## src/rtl/ppu_timing_pkg.sv

```systemverilog
package ppu_timing_pkg;

  // Region decode bundle, registered together.
  typedef struct packed {
    logic visible;
    logic render;
    logic frame_start;
  } region_t;

  localparam region_t REGION_RESET = '{visible: 1'b0, render: 1'b1, frame_start: 1'b1};

endpackage

```

## src/rtl/ppu_pos_counter.sv

```systemverilog
module ppu_pos_counter #(
  parameter int DOTS   = 341,
  parameter int LINES  = 262,
  parameter int DOT_W  = $clog2(DOTS),
  parameter int LINE_W = $clog2(LINES)
) (
  input  logic              clk,
  input  logic              rst,
  output logic [DOT_W-1:0]  dot_q,
  output logic [LINE_W-1:0] line_q,
  output logic [DOT_W-1:0]  dot_nxt,
  output logic [LINE_W-1:0] line_nxt
);

  localparam logic [DOT_W-1:0]  DOT_LAST  = DOT_W'(DOTS - 1);
  localparam logic [LINE_W-1:0] LINE_LAST = LINE_W'(LINES - 1);

  logic dot_wrap;

  always_comb begin
    dot_wrap = (dot_q == DOT_LAST);
    dot_nxt  = dot_wrap ? '0 : dot_q + DOT_W'(1);
    if (!dot_wrap)
      line_nxt = line_q;
    else if (line_q == LINE_LAST)
      line_nxt = '0;
    else
      line_nxt = line_q + LINE_W'(1);
  end

  always_ff @(posedge clk) begin
    if (rst) begin
      dot_q  <= '0;
      line_q <= '0;
    end else begin
      dot_q  <= dot_nxt;
      line_q <= line_nxt;
    end
  end

  a_r1_dot_wraps: assert property (@(posedge clk) disable iff (rst)
    dot_q == DOT_LAST |=> dot_q == '0);
  a_r1_dot_steps: assert property (@(posedge clk) disable iff (rst)
    dot_q != DOT_LAST |=> dot_q == $past(dot_q) + DOT_W'(1));
  a_r2_line_holds: assert property (@(posedge clk) disable iff (rst)
    dot_q != DOT_LAST |=> $stable(line_q));
  a_r2_line_range: assert property (@(posedge clk) disable iff (rst)
    line_q <= LINE_LAST);

endmodule

```

## src/rtl/ppu_region_decode.sv

```systemverilog
module ppu_region_decode
  import ppu_timing_pkg::*;
#(
  parameter int DOTS      = 341,
  parameter int LINES     = 262,
  parameter int VIS_DOTS  = 256,
  parameter int VIS_LINES = 240,
  parameter int DOT_W     = $clog2(DOTS),
  parameter int LINE_W    = $clog2(LINES)
) (
  input  logic              clk,
  input  logic              rst,
  input  logic [DOT_W-1:0]  dot_nxt,
  input  logic [LINE_W-1:0] line_nxt,
  output region_t           region_q
);

  localparam logic [LINE_W-1:0] PRE_LINE = LINE_W'(LINES - 1);

  region_t region_d;
  logic    line_vis;

  always_comb begin
    line_vis             = (int'(line_nxt) < VIS_LINES);
    region_d.visible     = line_vis && (dot_nxt != '0) && (int'(dot_nxt) <= VIS_DOTS);
    region_d.render      = line_vis || (line_nxt == PRE_LINE);
    region_d.frame_start = (dot_nxt == '0) && (line_nxt == '0);
  end

  always_ff @(posedge clk) begin
    if (rst) region_q <= REGION_RESET;
    else     region_q <= region_d;
  end

  a_r3_visible_in_render: assert property (@(posedge clk) disable iff (rst)
    region_q.visible |-> region_q.render);
  a_r5_single_start: assert property (@(posedge clk) disable iff (rst)
    region_q.frame_start |=> !region_q.frame_start);

endmodule

```

## src/rtl/ppu_vblank_ctrl.sv

```systemverilog
module ppu_vblank_ctrl #(
  parameter int DOTS      = 341,
  parameter int LINES     = 262,
  parameter int VIS_LINES = 240,
  parameter int DOT_W     = $clog2(DOTS),
  parameter int LINE_W    = $clog2(LINES)
) (
  input  logic              clk,
  input  logic              rst,
  input  logic [DOT_W-1:0]  dot_nxt,
  input  logic [LINE_W-1:0] line_nxt,
  input  logic              stat_rd,
  input  logic              nmi_en,
  output logic              vblank_q,
  output logic              nmi_q
);

  localparam logic [LINE_W-1:0] SET_LINE = LINE_W'(VIS_LINES + 1);
  localparam logic [LINE_W-1:0] PRE_LINE = LINE_W'(LINES - 1);
  localparam logic [DOT_W-1:0]  EDGE_DOT = DOT_W'(1);

  logic set_ev, clr_ev, flag_d;

  always_comb begin
    set_ev = (dot_nxt == EDGE_DOT) && (line_nxt == SET_LINE);
    clr_ev = (dot_nxt == EDGE_DOT) && (line_nxt == PRE_LINE);
    if (set_ev)                flag_d = 1'b1;
    else if (clr_ev || stat_rd) flag_d = 1'b0;
    else                       flag_d = vblank_q;
  end

  always_ff @(posedge clk) begin
    if (rst) begin
      vblank_q <= 1'b0;
      nmi_q    <= 1'b0;
    end else begin
      vblank_q <= flag_d;
      nmi_q    <= flag_d & nmi_en;
    end
  end

  a_r9_nmi_needs_flag: assert property (@(posedge clk) disable iff (rst)
    nmi_q |-> vblank_q);
  a_r9_nmi_needs_enable: assert property (@(posedge clk) disable iff (rst)
    $rose(nmi_q) |-> $past(nmi_en));
  a_r9_enable_in_blank: assert property (@(posedge clk) disable iff (rst)
    nmi_en && vblank_q && !stat_rd && !clr_ev |=> nmi_q);

endmodule

```

## src/rtl/ppu_frame_timing.sv

```systemverilog
module ppu_frame_timing
  import ppu_timing_pkg::*;
#(
  parameter int DOTS      = 341,
  parameter int LINES     = 262,
  parameter int VIS_DOTS  = 256,
  parameter int VIS_LINES = 240,
  parameter int DOT_W     = $clog2(DOTS),
  parameter int LINE_W    = $clog2(LINES)
) (
  input  logic              clk,
  input  logic              rst,
  input  logic              nmi_en_i,
  input  logic              stat_rd_i,
  output logic [DOT_W-1:0]  dot_o,
  output logic [LINE_W-1:0] line_o,
  output logic              visible_o,
  output logic              render_o,
  output logic              frame_start_o,
  output logic              vblank_o,
  output logic              nmi_o
);

  localparam logic [LINE_W-1:0] SET_LINE = LINE_W'(VIS_LINES + 1);
  localparam logic [LINE_W-1:0] PRE_LINE = LINE_W'(LINES - 1);

  logic [DOT_W-1:0]  dot_nxt;
  logic [LINE_W-1:0] line_nxt;
  region_t           region;

  ppu_pos_counter #(
    .DOTS(DOTS), .LINES(LINES), .DOT_W(DOT_W), .LINE_W(LINE_W)
  ) u_pos (
    .clk(clk), .rst(rst),
    .dot_q(dot_o), .line_q(line_o),
    .dot_nxt(dot_nxt), .line_nxt(line_nxt)
  );

  ppu_region_decode #(
    .DOTS(DOTS), .LINES(LINES), .VIS_DOTS(VIS_DOTS), .VIS_LINES(VIS_LINES),
    .DOT_W(DOT_W), .LINE_W(LINE_W)
  ) u_region (
    .clk(clk), .rst(rst),
    .dot_nxt(dot_nxt), .line_nxt(line_nxt),
    .region_q(region)
  );

  ppu_vblank_ctrl #(
    .DOTS(DOTS), .LINES(LINES), .VIS_LINES(VIS_LINES),
    .DOT_W(DOT_W), .LINE_W(LINE_W)
  ) u_vbl (
    .clk(clk), .rst(rst),
    .dot_nxt(dot_nxt), .line_nxt(line_nxt),
    .stat_rd(stat_rd_i), .nmi_en(nmi_en_i),
    .vblank_q(vblank_o), .nmi_q(nmi_o)
  );

  assign visible_o     = region.visible;
  assign render_o      = region.render;
  assign frame_start_o = region.frame_start;

  a_r5_start_position: assert property (@(posedge clk) disable iff (rst)
    frame_start_o |-> (dot_o == '0 && line_o == '0));
  a_r6_set_point: assert property (@(posedge clk) disable iff (rst)
    (dot_o == DOT_W'(1) && line_o == SET_LINE) |-> vblank_o);
  a_r7_pre_clear: assert property (@(posedge clk) disable iff (rst)
    (dot_o == DOT_W'(1) && line_o == PRE_LINE) |-> !vblank_o);
  a_r8_read_clears: assert property (@(posedge clk) disable iff (rst)
    stat_rd_i && !(dot_o == '0 && line_o == SET_LINE) |=> !vblank_o);
  a_r3_visible_lines: assert property (@(posedge clk) disable iff (rst)
    visible_o |-> int'(line_o) < VIS_LINES);

endmodule

```

## config.mk

```make
export PLATFORM = sky130hd
export DESIGN_NAME = ppu_frame_timing
export DESIGN_NICKNAME = d
export VERILOG_FILES = /design/src/rtl/ppu_timing_pkg.sv /design/src/rtl/ppu_pos_counter.sv /design/src/rtl/ppu_region_decode.sv /design/src/rtl/ppu_vblank_ctrl.sv /design/src/rtl/ppu_frame_timing.sv
export SDC_FILE = /design/constraint.sdc
export NUM_CORES = 1
export LEC_CHECK = 0
export ABC_AREA = 1
export BUFFER_PORTS_ARGS = -buffer_cell sky130_fd_sc_hd__buf_2
export CAP_MARGIN = 20
export CORE_MARGIN = 5
export CORE_UTILIZATION = 54
export DETAILED_ROUTE_END_ITERATION = 8
export GPL_TIMING_DRIVEN = 0
export PLACE_DENSITY = 0.82
export REMOVE_ABC_BUFFERS = 1
export SLEW_MARGIN = 25
export SYNTH_ARGS = -nofsm -noshare
export SYNTH_HDL_FRONTEND = slang
export SYNTH_SLANG_ARGS = --single-unit
```

## constraint.sdc

```tcl
create_clock -name clk -period 2.3 [get_ports clk]
set_input_delay 0.345 -clock clk [delete_from_list [all_inputs] [get_ports clk]]
set_output_delay 0.345 -clock clk [all_outputs]
set_load 0.005 [all_outputs]
```

* Word level (Yosys, flattened, before mapping) *
Cells that the tools add are included.
Widths: inputs -> output; s select.

storage, ports and cells
  register bits after elaboration = 23
  word-level logic and storage cells = 32

operators by class
  add/sub/neg operators = 2
  magnitude comparators = 2
  equality and inequality tests = 5
  multiplexer cells = 5
  bitwise gates (word level) = 1
  reduce and logical (&&, ||, !) cells = 10

operators by type and width
  operator             count
  $eq 9x9->1 const B   3
  $mux 9               3
  $add 9x1->9 const B  2
  $logic_not 9->1      2
  $eq 9x1->1 const B   1
  $eq 9x8->1 const B   1
  $le 9x9->1 const B   1
  $lt 9x8->1 const B   1
  $reduce_bool 9->1    1
  $logic_and 1x1->1    5
  $logic_or 1x1->1     2
  $mux 1               2
  $and 1x1->1          1

* Longest topological paths before layout *
Gate-level depths: netlist of the first run.

  word-level depth = 9
  mapped depth = 16
  depth with buffers taken out = 15

* Hierarchy *
Synthesis of the first run repeated with hierarchy kept, for this count alone.

unflattened totals
  cells, all modules = 240
  area, all modules = 1501.4 sq um

by module, submodules not included
  module             instances  cells an instance  area an instance (sq um)
  ppu_pos_counter    1          172                1128.6
  ppu_region_decode  1          34                 193.9
  ppu_vblank_ctrl    1          34                 178.9

* Worst setup path before layout of the first run *
No wires, ideal clock.

  kind = reg2reg
  start = register u_pos.line_q[0]
  end = register u_vbl.nmi_q
  setup time = 125 ps
  arrival = 1651 ps
  required time = 2175 ps
  slack = 524 ps
  cell stages (with the launch flop) = 15
  path buffers = 0
  cells stage by stage = dfxtp_1 > ha_1 > nand2_1 > nor2_1 > or2_2 > nand3b_1 > nand2_1 > inv_1 > nand2_1 > nor2_1 > nand3_1 > nand2_1 > nand2_1 > nand2_1 > nor2_2

between the ends
  word-level cells in the longest chain between the ends = 9
  elaborated cells on any way between the ends = 12
  those cells by class = 1 x add/sub; 3 x eq/ne; 4 x mux; 1 x bitwise; 3 x reduce/logical

ends and longest elaborated chain
  what                                              line                                          text
  start: declaration                                ppu_pos_counter.sv:10                         output logic [LINE_W-1:0] line_q,
  start signal: assignment                          ppu_pos_counter.sv:37                         line_q <= line_nxt;
  $add 9x1->9 / $eq 9x9->1 (equally long branches)  ppu_pos_counter.sv:28, ppu_pos_counter.sv:25
  $mux 9                                            ppu_pos_counter.sv:25                         else if (line_q == LINE_LAST)
  $mux 9 *                                          ppu_pos_counter.sv:23                         if (!dot_wrap)
  $eq 9x9->1                                        ppu_vblank_ctrl.sv:26                         clr_ev = (dot_nxt == EDGE_DOT) && (line_nxt == PRE_LINE);
  $logic_and 1x1->1                                 ppu_vblank_ctrl.sv:26
  $logic_or 1x1->1                                  ppu_vblank_ctrl.sv:28                         else if (clr_ev || stat_rd) flag_d = 1'b0;
  $mux 1                                            ppu_vblank_ctrl.sv:28
  $mux 1 *                                          ppu_vblank_ctrl.sv:27                         if (set_ev) flag_d = 1'b1;
  $and 1x1->1 *                                     ppu_vblank_ctrl.sv:38                         nmi_q <= flag_d & nmi_en;
  end signal: assignment                            ppu_vblank_ctrl.sv:38
  end: declaration                                  ppu_vblank_ctrl.sv:15                         output logic nmi_q

Every way passes the cells marked *; elsewhere a longest branch is shown, timed or not.
A chain may end at the register's enable or synchronous reset.

* Worst setup path after layout of the first run *
  start = register u_pos.dot_q[0]
  end = register u_vbl.nmi_q

between the ends
  word-level cells in the longest chain between the ends = 8
  elaborated cells on any way between the ends = 13
  those cells by class = 1 x add/sub; 4 x eq/ne; 4 x mux; 1 x bitwise; 3 x reduce/logical

ends and longest elaborated chain
  what                                              line                                          text
  start: declaration                                ppu_pos_counter.sv:9                          output logic [DOT_W-1:0] dot_q,
  start signal: assignment                          ppu_pos_counter.sv:36                         dot_q <= dot_nxt;
  $add 9x1->9 / $eq 9x9->1 (equally long branches)  ppu_pos_counter.sv:22, ppu_pos_counter.sv:21
  $mux 9, on equally long branches                  ppu_pos_counter.sv:22, ppu_pos_counter.sv:23
  $eq 9x1->1 / $eq 9x9->1 (equally long branches)   ppu_vblank_ctrl.sv:25, ppu_vblank_ctrl.sv:26
  $logic_and 1x1->1                                 ppu_vblank_ctrl.sv:26
  $logic_or 1x1->1                                  ppu_vblank_ctrl.sv:28
  $mux 1                                            ppu_vblank_ctrl.sv:28
  $mux 1 *                                          ppu_vblank_ctrl.sv:27
  $and 1x1->1 *                                     ppu_vblank_ctrl.sv:38

Marks and branches as above.

==> impl_metrics.yaml, run 1 <==
clocking:
  cts-root-buf: "clkbuf_4"
  cts_max_level: 1
  insertion_delay_ns: 0.33
  cts_sinks: 23
  path_clk_slew_ns: 0.15
  cts_tree: "built"
  cts_buffers: 3
  clockBufferDepth: 2
grt:
  grt_pass1_wl_mm: 4.926
  grt_max_degree: 23
  grtUsageTotal_pct: 17.60
  grt-ovfl-total: 0
  antenna_found_initial: 0
  grt_pass1_vias: 1149
yosys:
  synth_top_cell_area_share_pct: 33.21
  syn_area_per_cell_um2: 6.189
  yosys_register_bits: 23
  synth_top_area_cell: "dfxtp_1"
  synth_commonest_cells: "62 x nand2_1, 42 x nor2_1, 34 x inv_1, 23 x dfxtp_1, 21 x nand3_1"
  yosysMostFrequentCell: "nand2_1"
  syn_area_mm2: 0.001386
  synth_edf_count: 0
  async_flop_share_pct: 0
  ys_warn_count: 0
  synthTopCellsByArea: "dfxtp_1 33%, nand2_1 17%, nor2_1 11%, inv_1 9.2%, nand3_1 7.6%"
  ys_seq_area_share_pct: 33.21
  synth_ff_type: "dfxtp_1"
  synth_cell_type_count: 24
  synthCells: 224
run_status:
  status: "complete, no violations"
floorplan:
  start_util_pct: 55.96
  die_w_um: 60.67
  num_rows: 18
  io_pins: 27
  die_h_um: 60.67
  die_area_mm2: 0.003681
  core_mm2: 0.002477
timing:
  min_period_ns: 2.042
  finalHoldViolations: 0
  rsz0062_at_grt: "false"
  finalSetupTns_ns: 0
  setup_slack_ns: 0.2585
  skew_ns: 0.01228
  finalCritPeriodShare_pct: 88.76
  fmaxAchievable_ghz: 0.4898
  relSlewSlack_pct: 72.48
  setup_viol: 0
  whs_ns: 0.2414
  drv_slew: 0
  worstMarginPinSlew_ns: 0.4127
cells_and_area:
  fin_util_pct: 63.08
  layout-drive-gt1-share_pct: 16.87
  fin_nets: 258
  fillCellCount: 241
  area_growth_pct: 12.73
  antenna_cells: 0
critical_path:
  rr_worst_depth: 15
  critPathCapture: "u_vbl.nmi_q$_SDFF_PP0_"
  r2r-start: "u_pos.dot_q[0]$_SDFF_PP0_"
  crit_path_end_kind: "flip-flop"
  crit_type: "flip-flop to flip-flop"
  cp_max_fo: 13
  cp-startpoint: "u_pos.dot_q[0]$_SDFF_PP0_"
  rr_endpoint: "u_vbl.nmi_q$_SDFF_PP0_"
  crit_required_ns: 2.51
  critPathArrivalTime_ns: 2.25
  cp-start-kind: "flip-flop"
  reg2reg_slack_ns: 0.26
power_and_ir_drop:
  power_leakage_nw: 0.8412
  p_per_area_mw_per_mm2: 425.4
  power.ir.vdd_worst_uv: 380.0
min_path:
  worst_hold_path_type: "input port to flip-flop"
placement:
  post-dp-hpwl_mm: 2.234
  gp_congestion: 0.7978
  preCtsSetupSlack_ns: 0.03364
  io_buffer_count: 26
drt:
  firstDrtPassIters: 4
  drtIter0Drc: 59
  drc: 0
  vias: 1375
  via_per_inst: 4.928
  wirelength_mm: 2.945
  drtAntennaViolNets: 0
  wl_per_cell_um: 10.56
flow_run:
  drv_cap: 0
-- worst min path at each step --
stage                                          from                        end  slack [ns]  depth (start not counted)
after floorplan                                 rst     u_vbl.nmi_q$_SDFF_PP0_        0.41                          1
after global placement    u_vbl.vblank_q$_SDFF_PP0_  u_vbl.vblank_q$_SDFF_PP0_        0.55                          4
after detailed placement  u_vbl.vblank_q$_SDFF_PP0_  u_vbl.vblank_q$_SDFF_PP0_        0.55                          4
after CTS                                  nmi_en_i     u_vbl.nmi_q$_SDFF_PP0_        0.24                          3
after global routing                       nmi_en_i     u_vbl.nmi_q$_SDFF_PP0_        0.24                          3
final                                      nmi_en_i     u_vbl.nmi_q$_SDFF_PP0_        0.24                          3
-- flip-flops by register name, summed over array words and instances, names as in the netlist --
| name | flops |
|---|---|
| u_pos.dot_q | 9 |
| u_pos.line_q | 9 |
| u_region.region_q | 3 |
| u_vbl.nmi_q | 1 |
| u_vbl.vblank_q | 1 |
-- cell type report --
class / instances / area [um2] / area share, %
inverter: 35 / 131.4 / 8.407
clock inverter: 1 / 7.507 / 0.4804
sequential: 23 / 460.4 / 29.46
clock buffer: 3 / 22.52 / 1.441
tap: 30 / 37.54 / 2.402
timing repair buffer: 26 / 130.1 / 8.327
multi-input combinational: 161 / 773.2 / 49.48
-- cells by family (layout without fill, tap and decap cells) --
group	Yosys count	in the layout	share of synthesized area (%)
flops	23	23	33.21
xor+xnor	1	1	0.6319
fa+ha+maj	4	4	3.610
buf+inv	40	65	11.91
compound gates	7	7	3.430
simple gates	149	149	47.20
-- through the flow --
step	total power [W]	std cells	instance area, um2
finish	0.0006648	279	1563
floorplan	0.0004503	219	1353
detailed placement	0.0004716	275	1520
global placement	0.0004704	275	1520
CTS	0.0006684	279	1553
global route	0.0006957	279	1563
-- repair_timing --
| item | 4_1_cts | 5_1_grt |
|---|---|---|
| gates resized for setup | 1 | 2 |
| hold buffers | 0 | 0 |
| setup buffers | 0 | 0 |
| setup endpoints to repair | 1 | 1 |
-- routing by layer --
| layer | global-route usage [%] | wire (um) | vias to the layer above |
|---|---|---|---|
| li1 | - | - | 744 |
| met5 | 0 | 0 | - |
| met4 | 6.811 | 27 | 0 |
| met3 | 1.915 | 170 | 4 |
| met1 | 24.87 | 1429 | 597 |
| met2 | 27.48 | 1317 | 30 |
-- worst max-delay path, cell delays in order, from the launching register on --
cell	delay, ns
dfxtp_1	0.36
inv_1	0.08
ha_1	0.17
nand2_1	0.07
nor2_2	0.19
nand2_4	0.15
nand2_1	0.09
nand3_1	0.15
nor2_1	0.17
nand2_1	0.07
nor2_1	0.12
nand3_1	0.08
nand2_1	0.08
nand2_1	0.05
nand2_1	0.06
nor2_2	0.03
-- cell usage in the layout, fill, tap and decap left out, types with 2 or more instances in the layout --
| master | count |
|---|---|
| clkbuf_4 | 3 |
| nand4_1 | 11 |
| buf_2 | 26 |
| nand2_1 | 62 |
| o21ai_0 | 2 |
| nor2_2 | 3 |
| nand3b_1 | 2 |
| nand3_2 | 2 |
| a21oi_1 | 2 |
| or2_2 | 2 |
| nor2_1 | 41 |
| dfxtp_1 | 23 |
| nand3_1 | 21 |
| ha_1 | 4 |
| inv_1 | 34 |
| or2_1 | 2 |
-- where the power goes --
part	switching [W]	internal, W	total (W)
clock	0.000136	0.0000665	0.000202
sequential	0.00000560	0.000406	0.000412
combinational	0.0000282	0.0000221	0.0000503
total	0.000170	0.000495	0.000665
No activity file was read; power rests on OpenSTA's default activity.
==> inputs of run 2 (changes only) <==
Settings changed: CORE_ASPECT_RATIO set to 2, CORE_UTILIZATION 54 to 40, PLACE_DENSITY 0.82 to 0.65, RECOVER_POWER set to 50.
==> impl_metrics.yaml, run 2 (same netlist as run 1, synthesis figures left out) <==
run_status:
  status: "complete, no violations"
timing:
  drv_slew: 0
  relSlewSlack_pct: 72.70
  finalCritPeriodShare_pct: 87.47
  min_period_ns: 2.012
  setup_viol: 0
  whs_ns: 0.2910
  rsz0062_at_grt: "false"
  finalHoldViolations: 0
  setup_slack_ns: 0.2881
  skew_ns: 0.001982
  worstMarginPinSlew_ns: 0.4095
  fmaxAchievable_ghz: 0.4971
placement:
  gp_congestion: 0.8133
  preCtsSetupSlack_ns: -0.06839
  post-dp-hpwl_mm: 2.679
  io_buffer_count: 26
grt:
  grt-ovfl-total: 0
  antenna_found_initial: 0
  grtUsageTotal_pct: 15.63
  grt_pass1_wl_mm: 5.740
  grt_pass1_vias: 1423
  grt_max_degree: 23
cells_and_area:
  largestRegisters: "u_pos.dot_q: 9 flops, u_pos.line_q: 9 flops, u_region.region_q: 3 flops"
  layout-drive-gt1-share_pct: 14.46
  fin_nets: 258
  antenna_cells: 0
  multiInputGateArea_um2: 775.7
  seq_area_um2: 461.7
  area_growth_pct: 13.81
  fillCellCount: 377
  final_cell_mix: "62 x nand2_1, 40 x nor2_1, 34 x inv_1"
  final_common_cell: "nand2_1"
critical_path:
  cp_top_family: "simple AND/OR/NAND/NOR gates"
  crit_type: "flip-flop to flip-flop"
  critPathArrivalTime_ns: 2.17
  max_stage_delay_ns: 0.34
  worst-path-buf-inv: 1
  worstPathCellList: "inv_1, ha_1, nand2_1, nor2_2, nand2_4, nand2_1, nand3_1, nor2_1, nand2_1, nor2_1, nand3_1, nand2_1, nand2_1, nand2_1, nor2_2"
  rr_endpoint: "u_vbl.nmi_q$_SDFF_PP0_"
  cp_slowest_cell: "dfxtp_1"
  reg2reg_slack_ns: 0.29
  rr_worst_depth: 15
  crit_path_end_kind: "flip-flop"
  crit_required_ns: 2.46
  cp-start-kind: "flip-flop"
  r2r-start: "u_pos.dot_q[0]$_SDFF_PP0_"
  crit_path_frequent_cell: "nand2_1"
  cp_max_fo: 13
  cp-startpoint: "u_pos.dot_q[0]$_SDFF_PP0_"
drt:
  via_per_inst: 5.085
  firstDrtPassIters: 6
  wl_per_cell_um: 12.17
  drtIter0Drc: 24
  vias: 1429
  wirelength_mm: 3.420
  drc: 0
  drtAntennaViolNets: 0
clocking:
  path_clk_slew_ns: 0.09
  cts_sinks: 23
  hold_buffers: 0
  cts_max_level: 1
  clockBufferDepth: 2
  cts-root-buf: "clkbuf_8"
  cts_buffers: 3
  cts_tree: "built"
  insertion_delay_ns: 0.27
power_and_ir_drop:
  power_leakage_nw: 0.8170
  p_per_area_mw_per_mm2: 461.5
  power.ir.vdd_worst_uv: 281.9
  power_w: 0.0007281
floorplan:
  start_util_pct: 41.04
  core_mm2: 0.003378
  die_w_um: 51.63
  die_area_mm2: 0.004815
  num_rows: 30
  die_h_um: 93.26
  io_pins: 27
flow_run:
  drv_cap: 0
min_path:
  holdPathEnd: "u_vbl.nmi_q$_SDFF_PP0_"
  worstHoldPathCells: 3
  worst_hold_path_type: "input port to flip-flop"
  min_from: "nmi_en_i"
[run 2: changes by cell type in the layout (fill, tap and decap cells not counted)]
cell,previous run,this run
buf_2,26,18
clkbuf_1,0,8
clkbuf_4,3,0
clkbuf_8,0,3
dfxtp_1,23,22
dfxtp_2,0,1
nor2_1,41,40
nor2_2,3,4
[run 2: through the flow]
stage	utilization (%)	instances	setup TNS [ns]	area [um2]
finish	46.70	281	0	1578
global route	46.70	281	0	1578
CTS	46.59	281	0	1574
detailed placement	45.07	277	-0.06839	1523
global placement	45.07	277	-0.04884	1523
floorplan	-	219	0	1353
[run 2: layout make-up]
class	count	share of cell area (%)
Clock buffer	3	2.617
Clock inverter	1	0.4758
Inverter	35	8.327
Multi-Input combinational cell	161	49.17
Sequential cell	23	29.26
Tap cell	32	2.538
Timing Repair Buffer	26	7.613
[run 2: where the power goes]
group | internal, W | total, W | switching, W
clock network | 0.000123 | 0.000264 | 0.000141
logic | 0.0000219 | 0.0000531 | 0.0000311
registers | 0.000406 | 0.000411 | 0.00000521
total | 0.000551 | 0.000728 | 0.000177
[run 2: worst max path at each step]
stage	end	depth (start not counted)
4_1_cts	u_vbl.nmi_q$_SDFF_PP0_	15
2_1_floorplan	u_vbl.nmi_q$_SDFF_PP0_	13
6_report	u_vbl.nmi_q$_SDFF_PP0_	15
5_1_grt	u_vbl.nmi_q$_SDFF_PP0_	12
3_3_place_gp	u_vbl.nmi_q$_SDFF_PP0_	13
3_5_place_dp	u_vbl.nmi_q$_SDFF_PP0_	13
[run 2: tightest hold or removal path, stage by stage]
cell and delay (ns):
buf_2 0.07, nand2_1 0.05, nor2_2 0.06
[run 2: routing by layer]
metal | vias up | track usage [%] | wire length [um]
li1 | 745 | - | -
met1 | 646 | 13.61 | 1187
met2 | 27 | 31.28 | 1983
met3 | 11 | 2.233 | 137
met4 | 0 | 8.972 | 111
met5 | - | 0 | 0
[run 2: timing repair]
item / 4_1_cts / 5_1_grt
buffers inserted: 0 / 0
hold endpoints to repair: 0 / 0
endpoints found under the setup margin: 2 / 3
resized for setup: 1 / 4
pin swaps: 0 / 0
==> inputs of run 3 (changes only) <==
Settings changed: PLACE_DENSITY 0.65 to not set.
Clock period 2.3 ns to 1.8 ns, I/O delays scaled along.
==> impl_metrics.yaml, run 3 (same netlist as run 1, synthesis figures left out) <==
power_and_ir_drop:
  switching_share_pct: 23.89
  p_clk_share_pct: 35.0
  p_per_area_mw_per_mm2: 507.7
  combPwrFrac_pct: 8.4
  intPower_w: 0.0007059
  power.ir.vdd_worst_uv: 434.1
  seqPwrFrac_pct: 56.6
  p_sw_w: 0.0002216
  power_leakage_nw: 0.9380
min_path:
  worst_hold_path_type: "input port to flip-flop"
  min_from: "nmi_en_i"
  holdPathEnd: "u_vbl.nmi_q$_SDFF_PP0_"
  worstHoldPathCells: 3
cells_and_area:
  stdcell_area_mm2: 0.001827
  final_common_cell: "nand2_1"
  layout-drive-gt1-share_pct: 32.06
  area_growth_pct: 31.77
  stdcell_count: 294
  final_cell_mix: "55 x nand2_1, 35 x nor2_1, 30 x inv_1"
  largestRegisters: "u_pos.dot_q: 9 flops, u_pos.line_q: 9 flops, u_region.region_q: 3 flops"
  antenna_cells: 0
  fin_nets: 271
clocking:
  path_clk_slew_ns: 0.08
  cts_tree: "built"
  cts_max_level: 1
  cts_sinks: 23
  cts_buffers: 3
  clockBufferDepth: 2
  cts-root-buf: "clkbuf_8"
  insertion_delay_ns: 0.27
floorplan:
  start_util_pct: 41.04
  die_h_um: 93.26
  num_rows: 30
  io_pins: 27
  die_area_mm2: 0.004815
  die_w_um: 51.63
  core_mm2: 0.003378
grt:
  grt_max_degree: 23
  grt_pass1_vias: 1413
  grt_pass1_wl_mm: 6.023
  grt-ovfl-total: 0
  grtUsageTotal_pct: 16.39
  antenna_found_initial: 0
timing:
  finalHoldViolations: 0
  finalCritPeriodShare_pct: 103.3
  skew_ns: 0.002622
  fmaxAchievable_ghz: 0.5377
  setup_slack_ns: -0.05988
  rsz0062_at_grt: "true"
  worstMarginPinSlew_ns: 0.4107
  relSlewSlack_pct: 72.62
  min_period_ns: 1.860
  setup_viol: 3
  drv_slew: 0
critical_path:
  rr_worst_depth: 14
  cp-start-kind: "flip-flop"
  crit_path_end_kind: "flip-flop"
  crit_required_ns: 1.95
  cp-startpoint: "u_pos.line_q[1]$_SDFF_PP0_"
  max_stage_delay_ns: 0.39
  rr_endpoint: "u_vbl.nmi_q$_SDFF_PP0_"
  worstPathCellList: "ha_4, nand2_4, nor2_1, or2_2, nand3b_1, nand2_1, inv_1, nand2_2, nor2_4, nand3_1, nand2_1, nand2_1, nand2_1, nor2_2"
  crit_path_frequent_cell: "nand2_1"
  cp_slowest_cell: "dfxtp_4"
  cp_max_fo: 7
  crit_type: "flip-flop to flip-flop"
  r2r-start: "u_pos.line_q[1]$_SDFF_PP0_"
  reg2reg_slack_ns: -0.06
  critPathArrivalTime_ns: 2.01
run_status:
  status: "complete, but fails checks"
  violations: "negative setup slack"
drt:
  via_per_inst: 5.150
  wirelength_mm: 3.680
  drtIter0Drc: 20
  wl_per_cell_um: 12.52
  drc: 0
  firstDrtPassIters: 4
  vias: 1514
  drtAntennaViolNets: 0
flow_run:
  drv_cap: 0
placement:
  postPlaceCellArea_mm2: 0.001523
  dp_cells: 277
  io_buffer_count: 26
  post-dp-hpwl_mm: 2.709
  gp_congestion: 0.7727
  preCtsSetupSlack_ns: -0.5516
==> run 3: changes by cell type in the layout (fill, tap and decap cells not counted), sizes merged <==
cell / previous run / this run
buf: 18 / 36
clkinvlp: 1 / 0
clkbuf: 11 / 5
clkinv: 0 / 1
nor2: 45 / 46
==> run 3: how the worst max path moves through the flow <==
stage	to	slack (ns)	depth (start not counted)
global route	u_vbl.nmi_q$_SDFF_PP0_	-0.19	15
global placement	u_vbl.nmi_q$_SDFF_PP0_	-0.57	13
finish	u_vbl.nmi_q$_SDFF_PP0_	-0.06	14
detailed placement	u_vbl.nmi_q$_SDFF_PP0_	-0.55	13
floorplan	u_vbl.nmi_q$_SDFF_PP0_	-0.07	13
CTS	u_pos.line_q[6]$_SDFF_PP0_	-0.06	13
==> run 3: final cells by class <==
type	instances	area (um2)
clock buffer	3	41.29
clock inverter	1	5.005
inverter	35	131.4
timing repair buffer	38	229.0
tap	32	40.04
multi-input combinational	162	904.6
sequential	23	475.5
fill	357	1551
==> run 3: metal layers <==
layer | vias to the layer above | global-route usage (%) | part of all wire, %
met4 | 0 | 11.38 | 5.0
met1 | 687 | 16.24 | 35
li1 | 770 | - | -
met5 | - | 0 | 0
met2 | 44 | 30.53 | 56
met3 | 13 | 1.116 | 4.0
==> run 3: worst max-delay path, delay by kind of cell (launching register included) <==
family / cells / cell delay, ns
flip-flops: 1 / 0.39
buffers and inverters: 1 / 0.09
AND/OR/NAND/NOR: 12 / 1.09
adder cells (fa/ha/maj): 1 / 0.18
==> run 3: through the flow <==
| step | setup TNS [ns] | util, % | total power, W | hold slack [ns] |
|---|---|---|---|---|
| final | -0.1254 | 54.07 | 0.0009275 | 0.2297 |
| after global placement | -2.221 | 45.07 | 0.0006069 | 0.4989 |
| after floorplan | -0.07404 | - | 0.0005754 | 0.3369 |
| after detailed placement | -2.135 | 45.07 | 0.0006073 | 0.5082 |
| after CTS | -0.1287 | 52.93 | 0.0009397 | 0.2283 |
| after global routing | -0.8199 | 54.07 | 0.0009707 | 0.2472 |
==> run 3: repair_timing <==
action                     CTS  global route
setup endpoints to repair    6             6
resized for setup           36            14
hold buffers                 0             0
buffers inserted            12             0
pin swaps                   15             6
hold endpoints to repair     0             0
gates cloned                 1             0
==> run 3: power groups by stage <==
stage / clock (W) / combinational [W] / sequential [W]
after floorplan: 0 / 0.0000370 / 0.000538
after global placement: 0 / 0.0000692 / 0.000538
after detailed placement: 0 / 0.0000696 / 0.000538
after CTS: 0.000335 / 0.0000799 / 0.000525
after global routing: 0.000355 / 0.0000884 / 0.000527
final: 0.000324 / 0.0000781 / 0.000525
